===== src/rtl/spim_pkg.sv =====
package spim_pkg;

  typedef enum logic [1:0] {
    MODE_OFF = 2'b00,
    MODE_CFG = 2'b01,
    MODE_ACT = 2'b10,
    MODE_RSV = 2'b11
  } mode_e;

  localparam logic [4:0] OFS_MCTL = 5'h00;
  localparam logic [4:0] OFS_CTL0 = 5'h04;
  localparam logic [4:0] OFS_CTL1 = 5'h08;
  localparam logic [4:0] OFS_STAT = 5'h14;
  localparam logic [4:0] OFS_DATA = 5'h18;

  typedef struct packed {
    logic [1:0] tx_thr;
    logic [1:0] rx_thr;
    logic       rx_ie;
    logic       tx_ie;
    logic       pha;
    logic       pol;
  } ctl0_t;

endpackage


===== src/rtl/spim_fifo.sv =====
module spim_fifo #(
  parameter int W     = 16,
  parameter int DEPTH = 4
) (
  input  logic                         clk,
  input  logic                         rst_n,
  input  logic                         clr,
  input  logic                         push,
  input  logic [W-1:0]                 din,
  input  logic                         pop,
  output logic [W-1:0]                 dout,
  output logic [$clog2(DEPTH+1)-1:0]   count,
  output logic                         full,
  output logic                         empty
);
  localparam int AW = (DEPTH > 1) ? $clog2(DEPTH) : 1;
  localparam int CW = $clog2(DEPTH+1);

  logic [W-1:0]  mem [DEPTH];
  logic [AW-1:0] wp_q, wp_d, rp_q, rp_d;
  logic [CW-1:0] cnt_q, cnt_d;
  logic          do_push, do_pop;

  assign full    = (cnt_q == CW'(DEPTH));
  assign empty   = (cnt_q == '0);
  assign do_push = push && !full && !clr;
  assign do_pop  = pop && !empty && !clr;
  assign count   = cnt_q;
  assign dout    = mem[rp_q];

  function automatic logic [AW-1:0] wrap_inc(input logic [AW-1:0] p);
    return (p == AW'(DEPTH-1)) ? '0 : p + 1'b1;
  endfunction

  always_comb begin
    wp_d  = wp_q;
    rp_d  = rp_q;
    cnt_d = cnt_q;
    if (clr) begin
      wp_d  = '0;
      rp_d  = '0;
      cnt_d = '0;
    end else begin
      if (do_push) wp_d = wrap_inc(wp_q);
      if (do_pop)  rp_d = wrap_inc(rp_q);
      case ({do_push, do_pop})
        2'b10:   cnt_d = cnt_q + 1'b1;
        2'b01:   cnt_d = cnt_q - 1'b1;
        default: cnt_d = cnt_q;
      endcase
    end
  end

  always_ff @(posedge clk or negedge rst_n) begin
    if (!rst_n) begin
      wp_q  <= '0;
      rp_q  <= '0;
      cnt_q <= '0;
    end else begin
      wp_q  <= wp_d;
      rp_q  <= rp_d;
      cnt_q <= cnt_d;
    end
  end

  always_ff @(posedge clk) begin
    if (do_push) mem[wp_q] <= din;
  end

  AST_NO_OVERFLOW: assert property (@(posedge clk) disable iff (!rst_n)
    cnt_q <= CW'(DEPTH));
  AST_FULL_DROP: assert property (@(posedge clk) disable iff (!rst_n)
    (push && full && !pop && !clr) |=> (cnt_q == CW'(DEPTH)));

endmodule


===== src/rtl/spim_shifter.sv =====
module spim_shifter #(
  parameter int DIVW = 8,
  parameter int W    = 16
) (
  input  logic            clk,
  input  logic            rst_n,
  input  logic            run,
  input  logic            pol,
  input  logic            pha,
  input  logic            wide_cfg,
  input  logic [DIVW-1:0] div,
  input  logic            tx_valid,
  input  logic [W-1:0]    tx_word,
  output logic            tx_pop,
  input  logic            rx_room,
  output logic            rx_push,
  output logic [W-1:0]    rx_word,
  output logic            busy,
  output logic            sclk,
  output logic            mosi,
  input  logic            miso
);
  localparam int HW  = W / 2;
  localparam int BCW = $clog2(W);

  logic            busy_q, busy_d, wide_q, wide_d;
  logic [DIVW-1:0] cnt_q, cnt_d, half;
  logic [BCW-1:0]  bit_q, bit_d;
  logic [W-1:0]    sh_q, sh_d, sh_next;
  logic            smp_q, smp_d, sclk_q, sclk_d, mosi_q, mosi_d;
  logic            start, lead, trail, last_bit;

  assign half     = div >> 1;
  assign start    = run && tx_valid && rx_room && !busy_q;
  assign lead     = busy_q && (cnt_q == half);
  assign trail    = busy_q && (cnt_q == div);
  assign last_bit = (bit_q == (wide_q ? BCW'(W-1) : BCW'(HW-1)));
  assign sh_next  = {sh_q[W-2:0], pha ? miso : smp_q};

  always_comb begin
    busy_d = busy_q;
    wide_d = wide_q;
    cnt_d  = cnt_q;
    bit_d  = bit_q;
    sh_d   = sh_q;
    smp_d  = smp_q;
    sclk_d = sclk_q;
    mosi_d = mosi_q;
    if (start) begin
      busy_d = 1'b1;
      wide_d = wide_cfg;
      cnt_d  = '0;
      bit_d  = '0;
      sh_d   = wide_cfg ? tx_word : {tx_word[HW-1:0], {HW{1'b0}}};
      sclk_d = pol;
      if (!pha) mosi_d = wide_cfg ? tx_word[W-1] : tx_word[HW-1];
    end else if (busy_q) begin
      cnt_d = trail ? '0 : cnt_q + 1'b1;
      if (lead) begin
        sclk_d = ~pol;
        if (!pha) smp_d  = miso;
        else      mosi_d = sh_q[W-1];
      end
      if (trail) begin
        sclk_d = pol;
        sh_d   = sh_next;
        bit_d  = bit_q + 1'b1;
        if (!pha) mosi_d = sh_q[W-2];
        if (last_bit) busy_d = 1'b0;
      end
    end else begin
      sclk_d = pol;
    end
  end

  always_ff @(posedge clk or negedge rst_n) begin
    if (!rst_n) begin
      busy_q <= 1'b0;
      wide_q <= 1'b0;
      cnt_q  <= '0;
      bit_q  <= '0;
      sh_q   <= '0;
      smp_q  <= 1'b0;
      sclk_q <= 1'b0;
      mosi_q <= 1'b0;
    end else begin
      busy_q <= busy_d;
      wide_q <= wide_d;
      cnt_q  <= cnt_d;
      bit_q  <= bit_d;
      sh_q   <= sh_d;
      smp_q  <= smp_d;
      sclk_q <= sclk_d;
      mosi_q <= mosi_d;
    end
  end

  assign tx_pop  = start;
  assign rx_push = trail && last_bit;
  assign rx_word = wide_q ? sh_next : {{HW{1'b0}}, sh_next[HW-1:0]};
  assign busy    = busy_q;
  assign sclk    = sclk_q;
  assign mosi    = mosi_q;

  AST_ONE_REPLY: assert property (@(posedge clk) disable iff (!rst_n)
    rx_push |=> !busy_q);
  AST_LOAD_ONLY_IDLE: assert property (@(posedge clk) disable iff (!rst_n)
    tx_pop |=> (busy_q && bit_q == '0));

endmodule


===== src/rtl/spim_top.sv =====
module spim_top #(
  parameter int DEPTH = 4,
  parameter int DIVW  = 8
) (
  input  logic        clk,
  input  logic        rst_n,
  input  logic        bus_req,
  input  logic        bus_we,
  input  logic [4:0]  bus_addr,
  input  logic [15:0] bus_wdata,
  output logic [15:0] bus_rdata,
  output logic        irq,
  output logic        sclk,
  output logic        mosi,
  input  logic        miso
);
  import spim_pkg::*;

  localparam int W  = 16;
  localparam int CW = $clog2(DEPTH+1);

  logic [1:0]      rst_sync;
  logic            rst_ni;
  mode_e           mode_q, mode_d;
  ctl0_t           ctl0_q, ctl0_d;
  logic [DIVW-1:0] div_q, div_d;
  logic            wide_q, wide_d;
  logic            wr, rd, cfg_ok, bclr, data_wr, data_rd;
  logic [W-1:0]    tx_dout, rx_dout, rx_word;
  logic [CW-1:0]   tx_cnt, rx_cnt;
  logic            tx_full, tx_empty, rx_full, rx_empty;
  logic            tx_pop, rx_push, busy, rx_hit, idle;
  logic [15:0]     stat;

  always_ff @(posedge clk or negedge rst_n) begin
    if (!rst_n) rst_sync <= 2'b00;
    else        rst_sync <= {rst_sync[0], 1'b1};
  end
  assign rst_ni = rst_sync[1];

  assign wr      = bus_req && bus_we;
  assign rd      = bus_req && !bus_we;
  assign cfg_ok  = (mode_q == MODE_CFG);
  assign bclr    = wr && (bus_addr == OFS_MCTL) && bus_wdata[0];
  assign data_wr = wr && (bus_addr == OFS_DATA);
  assign data_rd = rd && (bus_addr == OFS_DATA);

  always_comb begin
    mode_d = mode_q;
    ctl0_d = ctl0_q;
    div_d  = div_q;
    wide_d = wide_q;
    if (wr && bus_addr == OFS_MCTL) mode_d = mode_e'(bus_wdata[7:6]);
    if (wr && cfg_ok && bus_addr == OFS_CTL0) begin
      ctl0_d.tx_thr = bus_wdata[15:14];
      ctl0_d.rx_thr = bus_wdata[13:12];
      ctl0_d.rx_ie  = bus_wdata[9];
      ctl0_d.tx_ie  = bus_wdata[8];
      ctl0_d.pha    = bus_wdata[1];
      ctl0_d.pol    = bus_wdata[0];
    end
    if (wr && cfg_ok && bus_addr == OFS_CTL1) begin
      div_d  = (bus_wdata[15:8] == '0) ? DIVW'(1) : DIVW'(bus_wdata[15:8]);
      wide_d = (bus_wdata[7:0] == 8'd16);
    end
  end

  always_ff @(posedge clk or negedge rst_ni) begin
    if (!rst_ni) begin
      mode_q <= MODE_CFG;
      ctl0_q <= '0;
      div_q  <= DIVW'(1);
      wide_q <= 1'b0;
    end else begin
      mode_q <= mode_d;
      ctl0_q <= ctl0_d;
      div_q  <= div_d;
      wide_q <= wide_d;
    end
  end

  spim_fifo #(.W(W), .DEPTH(DEPTH)) u_txq (
    .clk(clk), .rst_n(rst_ni), .clr(bclr),
    .push(data_wr), .din(bus_wdata), .pop(tx_pop), .dout(tx_dout),
    .count(tx_cnt), .full(tx_full), .empty(tx_empty)
  );

  spim_fifo #(.W(W), .DEPTH(DEPTH)) u_rxq (
    .clk(clk), .rst_n(rst_ni), .clr(bclr),
    .push(rx_push), .din(rx_word), .pop(data_rd), .dout(rx_dout),
    .count(rx_cnt), .full(rx_full), .empty(rx_empty)
  );

  spim_shifter #(.DIVW(DIVW), .W(W)) u_shift (
    .clk(clk), .rst_n(rst_ni), .run(mode_q == MODE_ACT),
    .pol(ctl0_q.pol), .pha(ctl0_q.pha), .wide_cfg(wide_q), .div(div_q),
    .tx_valid(!tx_empty), .tx_word(tx_dout), .tx_pop(tx_pop),
    .rx_room(!rx_full), .rx_push(rx_push), .rx_word(rx_word),
    .busy(busy), .sclk(sclk), .mosi(mosi), .miso(miso)
  );

  assign rx_hit = (rx_cnt > CW'(ctl0_q.rx_thr));
  assign idle   = !busy && tx_empty;
  assign irq    = rx_hit && ctl0_q.rx_ie;

  always_comb begin
    stat        = '0;
    stat[14]    = rx_hit;
    stat[13:11] = 3'(tx_cnt);
    stat[10:8]  = 3'(rx_cnt);
    stat[2]     = idle;
  end

  always_comb begin
    case (bus_addr)
      OFS_MCTL: bus_rdata = {8'h00, mode_q, 6'h00};
      OFS_CTL0: bus_rdata = {ctl0_q.tx_thr, ctl0_q.rx_thr, 2'b00, ctl0_q.rx_ie,
                             ctl0_q.tx_ie, 6'h00, ctl0_q.pha, ctl0_q.pol};
      OFS_CTL1: bus_rdata = {8'(div_q), wide_q ? 8'd16 : 8'd8};
      OFS_STAT: bus_rdata = stat;
      OFS_DATA: bus_rdata = rx_empty ? 16'h0000 : rx_dout;
      default:  bus_rdata = 16'h0000;
    endcase
  end

  AST_CTL_LOCKED: assert property (@(posedge clk) disable iff (!rst_ni)
    (mode_q == MODE_ACT) |=> ($stable(ctl0_q) && $stable(div_q) && $stable(wide_q)));
  AST_TX_HOLD_CFG: assert property (@(posedge clk) disable iff (!rst_ni)
    (mode_q != MODE_ACT && !busy && !data_wr && !bclr) |=> $stable(tx_cnt));
  AST_CLR_EMPTIES: assert property (@(posedge clk) disable iff (!rst_ni)
    bclr |=> (tx_cnt == '0));
  AST_IRQ_FALLS: assert property (@(posedge clk) disable iff (!rst_ni)
    $fell(ctl0_q.rx_ie) |-> !irq);
  AST_DIV_NONZERO: assert property (@(posedge clk) disable iff (!rst_ni)
    div_q != '0);

endmodule


===== config.mk =====
export PLATFORM = sky130hd
export DESIGN_NAME = spim_top
export DESIGN_NICKNAME = d
export VERILOG_FILES = /design/src/rtl/spim_pkg.sv /design/src/rtl/spim_fifo.sv /design/src/rtl/spim_shifter.sv /design/src/rtl/spim_top.sv
export SDC_FILE = /design/constraint.sdc
export NUM_CORES = 1
export LEC_CHECK = 0
export BUFFER_PORTS_ARGS = -buffer_cell sky130_fd_sc_hd__buf_2
export CORE_MARGIN = 1.5
export CORE_UTILIZATION = 40
export CTS_BUF_LIST = sky130_fd_sc_hd__clkbuf_8 sky130_fd_sc_hd__clkbuf_16
export CTS_CLUSTER_SIZE = 30
export DETAILED_ROUTE_END_ITERATION = 12
export RECOVER_POWER = 25
export SYNTH_ARGS = -nofsm -noshare
export SYNTH_HDL_FRONTEND = slang
export SYNTH_SLANG_ARGS = --single-unit

===== constraint.sdc =====
create_clock -name clk -period 2.6 [get_ports clk]
set_input_delay 0.52 -clock clk [delete_from_list [all_inputs] [get_ports clk]]
set_output_delay 0.52 -clock clk [all_outputs]
set_load 0.005 [all_outputs]

==> impl_metrics.csv, run 1 <==
group,metric,value,unit
synthesis,ys_warn_count,0,
detailed_routing,drt_iter0_markers,464,
sta,tightest_slew,1.712,ns
global_routing,grt_first_pass_wirelength,32.36,mm
setup_path,path_class,"flop to output port",
clock_tree,htree_levels,4,
synthesis,synth_top_area_cell,"edfxtp_1",
placement,dp_slack,-0.03577,ns
die,die_x,151.8,um
setup_path,worst_setup_path_start_kind,"flop",
sta,finalSetupTns,-0.2911,ns
die,core_area,0.02176,sq mm
sta,fmax,375.7,MHz
setup_path,cp.required,2.08,ns
placement,place.gp.congestion,0.8293,
die,die_h,151.8,um
detailed_routing,dr.pass1.iters,6,
synthesis,async_flop_share,0.3469,
sta,finalSetupViolCount,9,
sta,hold_violations,0,
placement,hpwl,15.26,mm
die,rows,54,
sta,maxSlewHeadroom,-0.1416,
global_routing,grt-ovfl-total,0,
synthesis,synth_edf_count,128,
final_layout,finish.utilization,0.4845,
run,maxCapViolCount,1,
outcome,violations,"capacitance limit, slew limit, setup timing",
die,initial_core_util,0.4071,
sta,finalMaxSlewViolations,67,
synthesis,synth.net_count,656,
detailed_routing,vias_per_cell,5.614,
die,io_pins,45,
synthesis,ys.flop_type,"edfxtp_1",
synthesis,synth_top_area_share,0.4340,
power,irDropWorstVdd,0.0005539,V
synthesis,ys_ff_latch,196,
synthesis,yosys-top-cells-area,"edfxtp_1, dfrtp_1, mux4_2",
clock_tree,cts_buffers,17,
final_layout,layout.nets,749,
clock_tree,cts_sinks,196,
synthesis,synth.avg_cell_area,14.42,sq um
detailed_routing,drt_wl_total,21.16,mm
synthesis,netlist_instances,614,
setup_path,worst_setup_path_end_kind,"output port",
setup_path,critPathArrivalTime,2.14,ns
setup_path,cp_max_fo,8,
power,p_leak,0.004123,uW
sta,finClkSkew,0.01075,ns
clock_tree,clk_pin_slew_worst_paths,0.07,ns
sta,period_minus_slack,2.662,ns
synthesis,yosysSeqAreaShare,0.6264,
synthesis,yosysMostFrequentCell,"edfxtp_1",
detailed_routing,wl_per_cell,21.16,um
global_routing,track_usage,0.1945,
detailed_routing,postRouteAntennaNets,0,
sta,grt_setup_unrepaired,"true",
clock_tree,cts-root-buf,"clkbuf_16",
die,die_area,0.02304,sq mm
hold_path,hp-class,"primary input to flop",
sta,holdWs,0.3366,ns
outcome,outcome,"finished, violations left",
detailed_routing,drc,0,
final_layout,syn_to_final_growth,19.03,%
synthesis,ys_types,63,
sta,layout_setup_ws,-0.06181,ns
final_layout,diodes,0,
clock_tree,clock_path_buffers,2,
placement,io_buffers,44,
clock_tree,clock_latency,0.44,ns
clock_tree,cts_tree,"built",
final_layout,layout-drive-gt1-share,0.2764,
sta,layout_worst_path_cycle_share,1.024,
synthesis,syn_area,0.008856,sq mm
power,p_per_area,854.1,mW/mm^2
detailed_routing,vias,5614,
global_routing,grt_pass1_vias,5600,
global_routing,grt_max_degree,67,
synthesis,synth_common_cells,"edfxtp_1, dfrtp_1, nand2_1",
global_routing,antenna_found_initial,0,
-- where the power goes --
part	switching [uW]	total [uW]	internal, uW
combinational	1220	2320	1100
sequential	382	4150	3770
clock	1190	2540	1350
total	2790	9000	6220
-- cell families after synthesis --
family / synth area share
flops: 0.6264
fa+ha+maj: 0.02430
other cells: 0.0004234
mux: 0.1195
compound gates: 0.07403
xor+xnor: 0.02176
simple gates: 0.1086
buf+inv: 0.02486
-- flip-flops by register name (all words and copies together), names as in the netlist, 2 cells and up --
name           flops
rst_sync           2
u_shift.sh_q      16
u_txq.count        3
u_txq.rp_q         2
u_rxq.rp_q         2
u_rxq.wp_q         2
u_shift.cnt_q      8
u_txq.wp_q         2
u_shift.bit_q      4
u_rxq.count        3
u_rxq.mem         64
ctl0_q             8
u_txq.mem         64
mode_q             2
div_q              8
-- area by class of cell --
class / instances / area (sq um)
clock buffers: 17 / 425.4
multi-input cells: 367 / 3148
inverters: 19 / 71.32
flip-flops and latches: 196 / 5550
well taps: 280 / 350.3
repair buffers: 106 / 840.8
clock inverters: 15 / 155.1
fillers: 1894 / 11210
-- path summary, 6_finish.rpt --
path,slack [ns],cells after the start,startpoint,endpoint
max in group asynchronous,0.67,1,rst_sync[1]$_DFF_PN0_,u_rxq.rp_q[1]$_DFFE_PN0P_
max,-0.06,6,u_rxq.rp_q[0]$_DFFE_PN0P_,bus_rdata[8]
min in group asynchronous,0.39,2,rst_n,rst_sync[0]$_DFF_PN0_
min reg2reg,0.36,0,rst_sync[0]$_DFF_PN0_,rst_sync[1]$_DFF_PN0_
max reg2reg,0.10,7,u_rxq.count[2]$_DFFE_PN0P_,u_txq.count[1]$_DFFE_PN0P_
min,0.34,2,miso,u_shift.smp_q$_DFFE_PN0P_
-- metrics by stage --
step / cell area (sq um) / total power [uW] / std cells
after floorplan: 8865 / 5622 / 614
after global placement: 9861 / 6341 / 959
after detailed placement: 9861 / 6439 / 959
after CTS: 10530 / 9025 / 999
after global routing: 10540 / 9432 / 1000
final: 10540 / 9003 / 1000
-- layer usage --
layer | global-route usage | routed length (um) | share of wire | vias to the layer above
met2 | 0.3109 | 10480 | 0.50 | 168
li1 | - | - | - | 2543
met3 | 0.03144 | 1171 | 0.055 | 26
met4 | 0.07452 | 414 | 0.020 | 0
met1 | 0.2678 | 9092 | 0.43 | 2877
met5 | 0 | 0 | 0 | -
-- cell usage in the layout, fill, tap and decap left out, types with 13 or more instances in the layout --
| cell | count |
|---|---|
| and2_1 | 20 |
| nand2_1 | 50 |
| mux4_2 | 32 |
| nand3_1 | 18 |
| clkbuf_1 | 17 |
| ha_1 | 13 |
| inv_1 | 20 |
| o21ai_0 | 36 |
| edfxtp_1 | 128 |
| mux2_2 | 22 |
| buf_12 | 14 |
| xor2_1 | 16 |
| buf_4 | 44 |
| dfrtp_1 | 64 |
| and3_1 | 13 |
| a21oi_1 | 18 |
| buf_2 | 28 |
| clkbuf_16 | 17 |
-- worst max-delay path, stage by stage, from the launching register on --
cell and delay [ns]:
dfrtp_1 0.37, buf_12 0.14, buf_12 0.12, mux4_2 0.56
a222oi_1 0.24, nand2_1 0.12, buf_2 0.14
-- repair_timing --
item,in CTS,in global routing
endpoints found under the setup margin,15,25
hold endpoints to repair,2,0
gates resized for setup,3,7
pin swaps,10,8
setup buffers,8,1
hold buffers,1,0
Note: power is estimated with default switching activity, not from simulation.
==> inputs of run 2 (changes only) <==
clock period = 2.7 ns   (was 2.6 ns; I/O delays follow)
==> run 2 against run 1 <==
Net effect:
- the flow now finishes without violations
- sequential cell count unchanged
- total power is 4.8% lower
- register-to-register slack improved by 0.02 ns
- setup slack better by 0.074 ns
- clock power is 4% lower
- cell count decreased by 0.70%
- sequential share of layout area up 1.0 points
- count of clock-buffer cells in the layout unchanged
- die area is the same
- clock skew barely moved
- critical endpoint is now bus_rdata[11]
- largest cell class unchanged
- largest power group unchanged
==> impl_metrics.csv, run 2 (same netlist as run 1, synthesis figures left out) <==
group,metric,value,unit
outcome,outcome,"finished clean",
global_routing,grt_first_pass_wirelength,32.51,mm
global_routing,grt_pass1_vias,5582,
die,die_x,151.8,um
setup_path,crit_chain,"or3_4 -> and3_4 -> buf_12 -> a222oi_1 -> inv_1 -> buf_2",
placement,hpwl,15.43,mm
sta,tightest_slew,0.8854,ns
final_layout,diodes,0,
sta,layout_setup_ws,0.01265,ns
sta,grt_setup_unrepaired,"true",
setup_path,crit_end,"bus_rdata[11]",
final_layout,reg_top3,"u_rxq.mem: 64 flops, u_txq.mem: 64 flops, u_shift.sh_q: 16 flops",
setup_path,timing.rr.end,"u_rxq.count[2]$_DFFE_PN0P_",
die,core_area,0.02176,sq mm
detailed_routing,vias,5553,
setup_path,crit_buf_inv,3,
clock_tree,cts_buffers,17,
sta,hold_violations,0,
placement,post_dp_cell_area,0.009713,sq mm
final_layout,syn_to_final_growth,16.90,%
detailed_routing,drc,0,
global_routing,grt-ovfl-total,0,
setup_path,crit_slowest_cell,"dfrtp_2",
clock_tree,clk_pin_slew_worst_paths,0.07,ns
sta,period_minus_slack,2.687,ns
detailed_routing,drt_wl_total,21.26,mm
final_layout,layout_commonest_cell,"edfxtp_1",
setup_path,critPathArrivalTime,2.15,ns
setup_path,ff2ff_path_depth,9,
sta,maxSlewHeadroom,0.4097,
global_routing,track_usage,0.1957,
detailed_routing,postRouteAntennaNets,0,
setup_path,cp-startpoint,"u_rxq.count[0]$_DFFE_PN0P_",
sta,layout_worst_path_cycle_share,0.9953,
die,die_h,151.8,um
setup_path,rr_startpoint,"u_rxq.count[2]$_DFFE_PN0P_",
sta,finClkSkew,0.01083,ns
final_layout,fin_cells,993,
setup_path,path_class,"flop to output port",
setup_path,worst_setup_path_start_kind,"flop",
sta,fmax,372.1,MHz
setup_path,crit_family,"simple AND/OR/NAND/NOR gates",
setup_path,worst_setup_path_end_kind,"output port",
detailed_routing,dr.pass1.iters,5,
final_layout,layout.nets,742,
setup_path,rrSetupSlack,0.12,ns
sta,finalMaxSlewViolations,0,
hold_path,hp-class,"flop to flop",
final_layout,final_cell_mix,"edfxtp_1, dfrtp_1, nand2_1",
clock_tree,htree_levels,4,
placement,dp_slack,0.06490,ns
run,maxCapViolCount,0,
power,p_leak,0.004058,uW
die,rows,54,
die,io_pins,45,
global_routing,antenna_found_initial,0,
die,initial_core_util,0.4071,
final_layout,fillers,1914,
die,die_area,0.02304,sq mm
final_layout,regArea,0.005554,sq mm
setup_path,cp.required,2.16,ns
clock_tree,clock_path_buffers,2,
detailed_routing,wl_per_cell,21.40,um
clock_tree,cts_tree,"built",
sta,finalSetupViolCount,0,
global_routing,grt_max_degree,67,
setup_path,cp_max_fo,8,
power,p_per_area,827.7,mW/mm^2
sta,finalSetupTns,0,ns
clock_tree,clock_latency,0.43,ns
detailed_routing,drt_iter0_markers,431,
clock_tree,cts_sinks,196,
placement,placed_cells,951,
final_layout,final_area,0.01035,sq mm
power,irDropWorstVdd,0.0005265,V
setup_path,crit_path_max_incr_delay,0.46,ns
final_layout,multi_input_area,0.003123,sq mm
power,power.total,8568,uW
detailed_routing,vias_per_cell,5.592,
placement,io_buffers,44,
placement,place.gp.congestion,0.8534,
final_layout,layout-drive-gt1-share,0.2693,
setup_path,cp.depth,6,
clock_tree,cts-root-buf,"clkbuf_16",
-- run 2: changes by cell type in the layout (fill, tap and decap cells not counted), sizes merged --
| cell | delta |
|---|---|
| clkinvlp | -3 |
| inv | +3 |
| buf | -7 |
-- run 2: repair_timing --
action,CTS,global route
gates resized for setup,7,2
hold buffers,1,0
endpoints found under the setup margin,15,9
pin swaps,3,3
endpoints found under the hold margin,2,0
buffers inserted,6,3
-- run 2: where the power goes --
group / total, uW / leakage [uW] / switching, uW / internal, uW
sequential: 4000 / 0.00200 / 367 / 3630
combinational: 2140 / 0.00177 / 1150 / 985
clock: 2430 / 0.000284 / 1140 / 1300
total: 8570 / 0.00406 / 2660 / 5910
-- run 2: final cells by class --
class | instances | area share
clock buffer | 17 | 0.04109
clock inverter | 15 | 0.01366
inverter | 19 | 0.006889
multi-input combinational | 367 | 0.3017
sequential | 196 | 0.5365
tap | 280 | 0.03384
timing repair buffer | 99 | 0.06635
-- run 2: stage by stage --
| stage | utilization | hold WS [ns] |
|---|---|---|
| 3_5_place_dp | 0.4465 | 0.3257 |
| 5_1_grt | 0.4758 | 0.3562 |
| 4_1_cts | 0.4758 | 0.3300 |
| 3_3_place_gp | 0.4465 | 0.3252 |
| 6_report | 0.4758 | 0.3605 |
| 2_1_floorplan | - | 0.2444 |
-- run 2: worst reg2reg max path: cells and delay by family (launching register included) --
| family | cells | cell delay (ns) |
|---|---|---|
| buffers and inverters | 1 | 0.16 |
| AND/OR/NAND/NOR | 6 | 1.33 |
| flip-flops | 1 | 0.43 |
| multiplexers | 1 | 0.17 |
| adder cells (fa/ha/maj) | 1 | 0.43 |
-- run 2: worst min path at each step --
| stage | cells after the start | end | start |
|---|---|---|---|
| floorplan | 0 | rst_sync[0]$_DFF_PN0_ | rst_n |
| global placement | 1 | rst_sync[0]$_DFF_PN0_ | rst_n |
| detailed placement | 1 | rst_sync[0]$_DFF_PN0_ | rst_n |
| CTS | 1 | u_txq.mem[0][2]$_DFFE_PP_ | bus_wdata[2] |
| global route | 2 | u_shift.smp_q$_DFFE_PN0P_ | miso |
| finish | 0 | rst_sync[1]$_DFF_PN0_ | rst_sync[0]$_DFF_PN0_ |
-- run 2: routing by layer --
metal / routed length, um / global-route usage
met2: 10440 / 0.3106
met1: 9246 / 0.2639
met3: 961 / 0.03653
met4: 606 / 0.08413
met5: 0 / 0
